File: src/rtl/cd_pkg.sv
`timescale 1ns/1ps
package cd_pkg;
  typedef enum logic [1:0] {
    CD_PRIME  = 2'd0,
    CD_ARMED  = 2'd1,
    CD_LOCKED = 2'd2
  } cd_state_e;

  // edges needed until the synchroniser output reflects the pin, plus one to capture it
  function automatic int unsigned prime_len(input int unsigned stages);
    return stages + 1;
  endfunction
endpackage

File: src/rtl/cd_sync.sv
`timescale 1ns/1ps
module cd_sync #(
  parameter int unsigned STAGES  = 2,
  parameter logic        RST_VAL = 1'b1
) (
  input  logic clk_i,
  input  logic rst_ni,
  input  logic d_i,
  output logic q_o
);
  logic [STAGES-1:0] chain_q;

  generate
    for (genvar g = 0; g < STAGES; g++) begin : g_stage
      if (g == 0) begin : g_first
        always_ff @(posedge clk_i or negedge rst_ni) begin
          if (!rst_ni) chain_q[0] <= RST_VAL;
          else         chain_q[0] <= d_i;
        end
      end else begin : g_next
        always_ff @(posedge clk_i or negedge rst_ni) begin
          if (!rst_ni) chain_q[g] <= RST_VAL;
          else         chain_q[g] <= chain_q[g-1];
        end
      end
    end
  endgenerate

  assign q_o = chain_q[STAGES-1];
endmodule

File: src/rtl/cd_prime.sv
`timescale 1ns/1ps
module cd_prime #(
  parameter int unsigned LEN = 3
) (
  input  logic clk_i,
  input  logic rst_ni,
  output logic done_o
);
  localparam int unsigned CW = $clog2(LEN + 1);

  logic [CW-1:0] cnt_q;

  assign done_o = (cnt_q == CW'(LEN));

  always_ff @(posedge clk_i or negedge rst_ni) begin
    if (!rst_ni)      cnt_q <= '0;
    else if (!done_o) cnt_q <= cnt_q + CW'(1);
  end
endmodule

File: src/rtl/cd_event.sv
`timescale 1ns/1ps
module cd_event
  import cd_pkg::*;
(
  input  logic      clk_i,
  input  logic      rst_ni,
  input  logic      lvl_i,
  input  logic      primed_i,
  input  logic      rd_i,
  output logic      held_o,
  output logic      pend_o,
  output logic      armed_o
);
  cd_state_e state_q, state_d;
  logic      held_q, held_d;

  always_comb begin
    state_d = state_q;
    held_d  = held_q;
    unique case (state_q)
      CD_PRIME: begin
        held_d = lvl_i;
        if (primed_i) state_d = CD_ARMED;
      end
      CD_ARMED: begin
        if (lvl_i != held_q) begin
          held_d  = lvl_i;
          state_d = CD_LOCKED;
        end
      end
      CD_LOCKED: begin
        // serviced by a read: re-compare live level against the latch
        if (rd_i) begin
          if (lvl_i != held_q) held_d  = lvl_i;
          else                 state_d = CD_ARMED;
        end
      end
      default: state_d = CD_PRIME;
    endcase
  end

  always_ff @(posedge clk_i or negedge rst_ni) begin
    if (!rst_ni) begin
      state_q <= CD_PRIME;
      held_q  <= 1'b1;
    end else begin
      state_q <= state_d;
      held_q  <= held_d;
    end
  end

  assign held_o  = held_q;
  assign pend_o  = (state_q == CD_LOCKED);
  assign armed_o = (state_q == CD_ARMED);
endmodule

File: src/rtl/cd_irq_top.sv
`timescale 1ns/1ps
module cd_irq_top #(
  parameter int unsigned SYNC_STAGES = 2,
  parameter int unsigned STAT_W      = 8,
  parameter int unsigned LOSS_BIT    = 5
) (
  input  logic              clk_i,
  input  logic              rst_ni,
  input  logic              cd_loss_i,
  input  logic              stat_rd_i,
  output logic [STAT_W-1:0] stat_o,
  output logic              irq_no,
  output logic              rx_hold_o
);
  localparam int unsigned PRIME_LEN = cd_pkg::prime_len(SYNC_STAGES);

  logic sync_lvl;
  logic primed;
  logic held;
  logic pend;
  logic armed;

  cd_sync #(
    .STAGES (SYNC_STAGES),
    .RST_VAL(1'b1)
  ) u_sync (
    .clk_i (clk_i),
    .rst_ni(rst_ni),
    .d_i   (cd_loss_i),
    .q_o   (sync_lvl)
  );

  cd_prime #(
    .LEN(PRIME_LEN)
  ) u_prime (
    .clk_i (clk_i),
    .rst_ni(rst_ni),
    .done_o(primed)
  );

  cd_event u_event (
    .clk_i   (clk_i),
    .rst_ni  (rst_ni),
    .lvl_i   (sync_lvl),
    .primed_i(primed),
    .rd_i    (stat_rd_i),
    .held_o  (held),
    .pend_o  (pend),
    .armed_o (armed)
  );

  always_comb begin
    stat_o           = '0;
    stat_o[LOSS_BIT] = held;
  end

  assign irq_no    = ~pend;
  assign rx_hold_o = sync_lvl;
endmodule

File: config.mk
export PLATFORM = sky130hd
export DESIGN_NAME = cd_irq_top
export DESIGN_NICKNAME = d
export VERILOG_FILES = /design/src/rtl/cd_pkg.sv /design/src/rtl/cd_sync.sv /design/src/rtl/cd_prime.sv /design/src/rtl/cd_event.sv /design/src/rtl/cd_irq_top.sv
export SDC_FILE = /design/constraint.sdc
export NUM_CORES = 1
export LEC_CHECK = 0
export CAP_MARGIN = 10
export CORE_UTILIZATION = 30
export DETAILED_ROUTE_END_ITERATION = 7
export SLEW_MARGIN = 10
export SYNTH_ARGS = -nofsm -noshare
export SYNTH_HDL_FRONTEND = slang
export SYNTH_HIERARCHICAL = 1
export SYNTH_SLANG_ARGS = --single-unit
File: constraint.sdc
create_clock -name clk_i -period 1.4 [get_ports clk_i]
set_clock_uncertainty 0.15 [all_clocks]
set_input_delay 0.28 -clock clk_i [delete_from_list [all_inputs] [get_ports clk_i]]
set_output_delay 0.28 -clock clk_i [all_outputs]
set_load 0.05 [all_outputs]
==> impl_results.md <==
- Placement Cell Area: 537 µm²
- WL final: 726 µm
- # H-tree levels: 1
- Dpl ws: -78.1 ps
- IO Pins: 14
- Fmax: 0.655 GHz
- Worst Setup Slack, final: -126 ps
- Layout area overhead: 57.4%
- WL/cell: 10.7 µm
- Iteration-0 DRC Markers: 2
- IO Port Bufs: 6
- Crit Path Class: flip-flop to output pin
- Most area-hungry cell type in the Yosys netlist: dfrtp_1
- # clock sinks: 7
- CTS root buf: clkbuf_4
- Cell area after layout: 669 µm²
- Slowest CP cell: dfrtp_1
- Die Ht: 39.7 µm
- Syn Area/Cell: 11.5 µm²
- Post-route ant nets: 0
- Period utilization: 109%
- Top area cells in the synthesized netlist: dfrtp_1 24%, dfstp_2 19%, ha_1 15%
- Leak: 0.294 nW
- Num rows: 13
- Clock Path Buffers: 2
- Final min period: 1530 ps
- Crit path cell chain: inv_2, ha_4, buf_6, inv_4, buf_12
- Worst hold slack: 132 ps
- FF-to-FF Start: u_event/state_q[1]
- GR Util All Layers: 12.3%
- Final hold violations: 0
- DRC errors left: 0
- Vias in the first global route: 268
- RSZ-0062 raised after global routing: true
- Worst-path clk slew: 50 ps
- Seq/Total Area, Yosys: 42.1%
- Max-Cap Viols: 0
- Critical Path Sink Type: output pin
- Crit path from: u_event/state_q[0]
- Cell Pwr Density: 2140 nW/µm²
- Core ar.: 1320 µm²
- Largest net degree at the start of global routing: 8
- Hold buffer count at CTS: 0
- Crit-path max FO: 2
- FF+latch count, synth: 7
- Die Wd: 39.7 µm
- Die area: 1570 µm²
- CTS tree: yes
- Status: complete, but fails checks
- Data arrival time of the worst path: 1100 ps
- Antenna cells: 0
- Launching element type of the critical path: flip-flop
- Initial antenna violation count: 0
- Final net count: 63
- Max-slew violation count: 0
- Critical Path RT: 970 ps
- Failing checks: negative setup slack
- Share of cells above drive strength 1: 56.6%
- Global-route wire length before repair: 1150 µm
- DRT Pass-1 Iters: 2
- DR vias/cell: 4.24
- Synthesis Warnings: 6
- Vias: 288
- Starting Density: 32.3%
- Gate Count Post-Synth: 37
- Hold/Removal Path Class: input port to async pin
- Clock Latency Late Sink: 250 ps
- Yosys cell types: 16
- Post-synth top area share: 23.5%
- Worst-case vdd ir drop: 0.000752 V
- Setup violators final: 6
- Post-DP HPWL: 494 µm
- Total clock buffers created by CTS: 3
- Worst path max stage delay: 380 ps
- Total grt overflow: 0
- Post-synthesis cell area: 425 µm²
- GP Congestion: 0.586
-- area by class of cell --
type / count / area, µm²
Tap cell: 15 / 18.8
Clock buffer: 4 / 26.3
Fill cell: 127 / 648
Timing Repair Buffer: 14 / 161
Multi-Input combinational cell: 24 / 264
Sequential cell: 7 / 179
Inverter: 4 / 20.0
-- power by group --
part	internal [mW]	total, mW	switching (mW)
sequential	0.264	0.303	0.0396
combinational	0.520	0.947	0.427
clock	0.109	0.179	0.0708
total	0.892	1.43	0.537
-- final timing paths --
kind | to | slack [ps] | cells after the start
worst max-delay path | irq_no | -130 | 5
worst min register to register | u_sync/q_o | 220 | 0
worst min-delay path | u_prime/cnt_q[0] | 130 | 1
min in group clk_i | u_sync/q_o | 220 | 0
max in group asynchronous | u_sync/q_o | 680 | 1
worst max register to register | u_event/state_q[1] | -80 | 5
-- critical path, delay by kind of cell (launching register included) --
family,cells,cell delay [ps]
buffers and inverters,4,330
DFF,1,380
adders and majority gates,1,140
-- metrics by stage --
step                      instances  power, mW  TNS (ps)  util (%)
after global routing             68       1.51      -695      50.8
after detailed placement         60      0.940      -182      40.7
after CTS                        67       1.35      -521      49.7
after global placement           60      0.930      -124      40.7
after floorplan                  43      0.733      -223         -
final                            68       1.43      -464      50.8
-- state kept, by name, summed over array words and instances (netlist names) --
name / count
u_event/held_o: 1
u_event/state_q: 2
u_prime/cnt_q: 2
u_sync/chain_q: 1
u_sync/q_o: 1
-- synth_stat cells (all sizes together) --
| cell | count |
|---|---|
| xnor2 | 2 |
| nor2b | 1 |
| conb | 1 |
| inv | 4 |
| and2 | 1 |
| mux2 | 2 |
| ha | 5 |
| nor3 | 2 |
| dfstp | 3 |
| dfrtp | 4 |
| buf | 8 |
| o32a | 2 |
| o22ai | 1 |
| a21oi | 1 |
-- kinds of logic after synthesis --
group	synth area share (%)
compound gates	7.35
xor+xnor	4.12
fa+ha+maj	14.7
buf+inv	17.6
flops	42.1
mux	6.18
other cells	0.882
simple gates	7.06
-- what timing repair did --
| action | CTS | global route |
|---|---|---|
| endpoints found under the setup margin | 6 | 6 |
| buffers inserted | 4 | 1 |
| pin swaps | 3 | 1 |
| gates resized for setup | 17 | 1 |
-- metal layers --
layer,up-vias,GRT usage (%),share of wire (%)
met1,134,12.3,45
met5,-,0,0
met4,0,10.3,0.83
met2,11,20.5,51
met3,2,3.41,3.3
li1,141,-,-
-- layout by cell type, fill, tap and decap left out, drive strengths merged --
cell type      netlist  layout
buf                  8      11
conb                 1       7
ha                   5       5
dfrtp                4       4
clkbuf               0       4
inv                  4       4
clkdlybuf4s50        0       3
dfstp                3       3
mux2                 2       2
o32a                 2       2
xnor2                2       2
nor3                 2       2
o22ai                1       1
and2                 1       1
nor2b                1       1
a21oi                1       1
(Power assumes the default switching activity.)
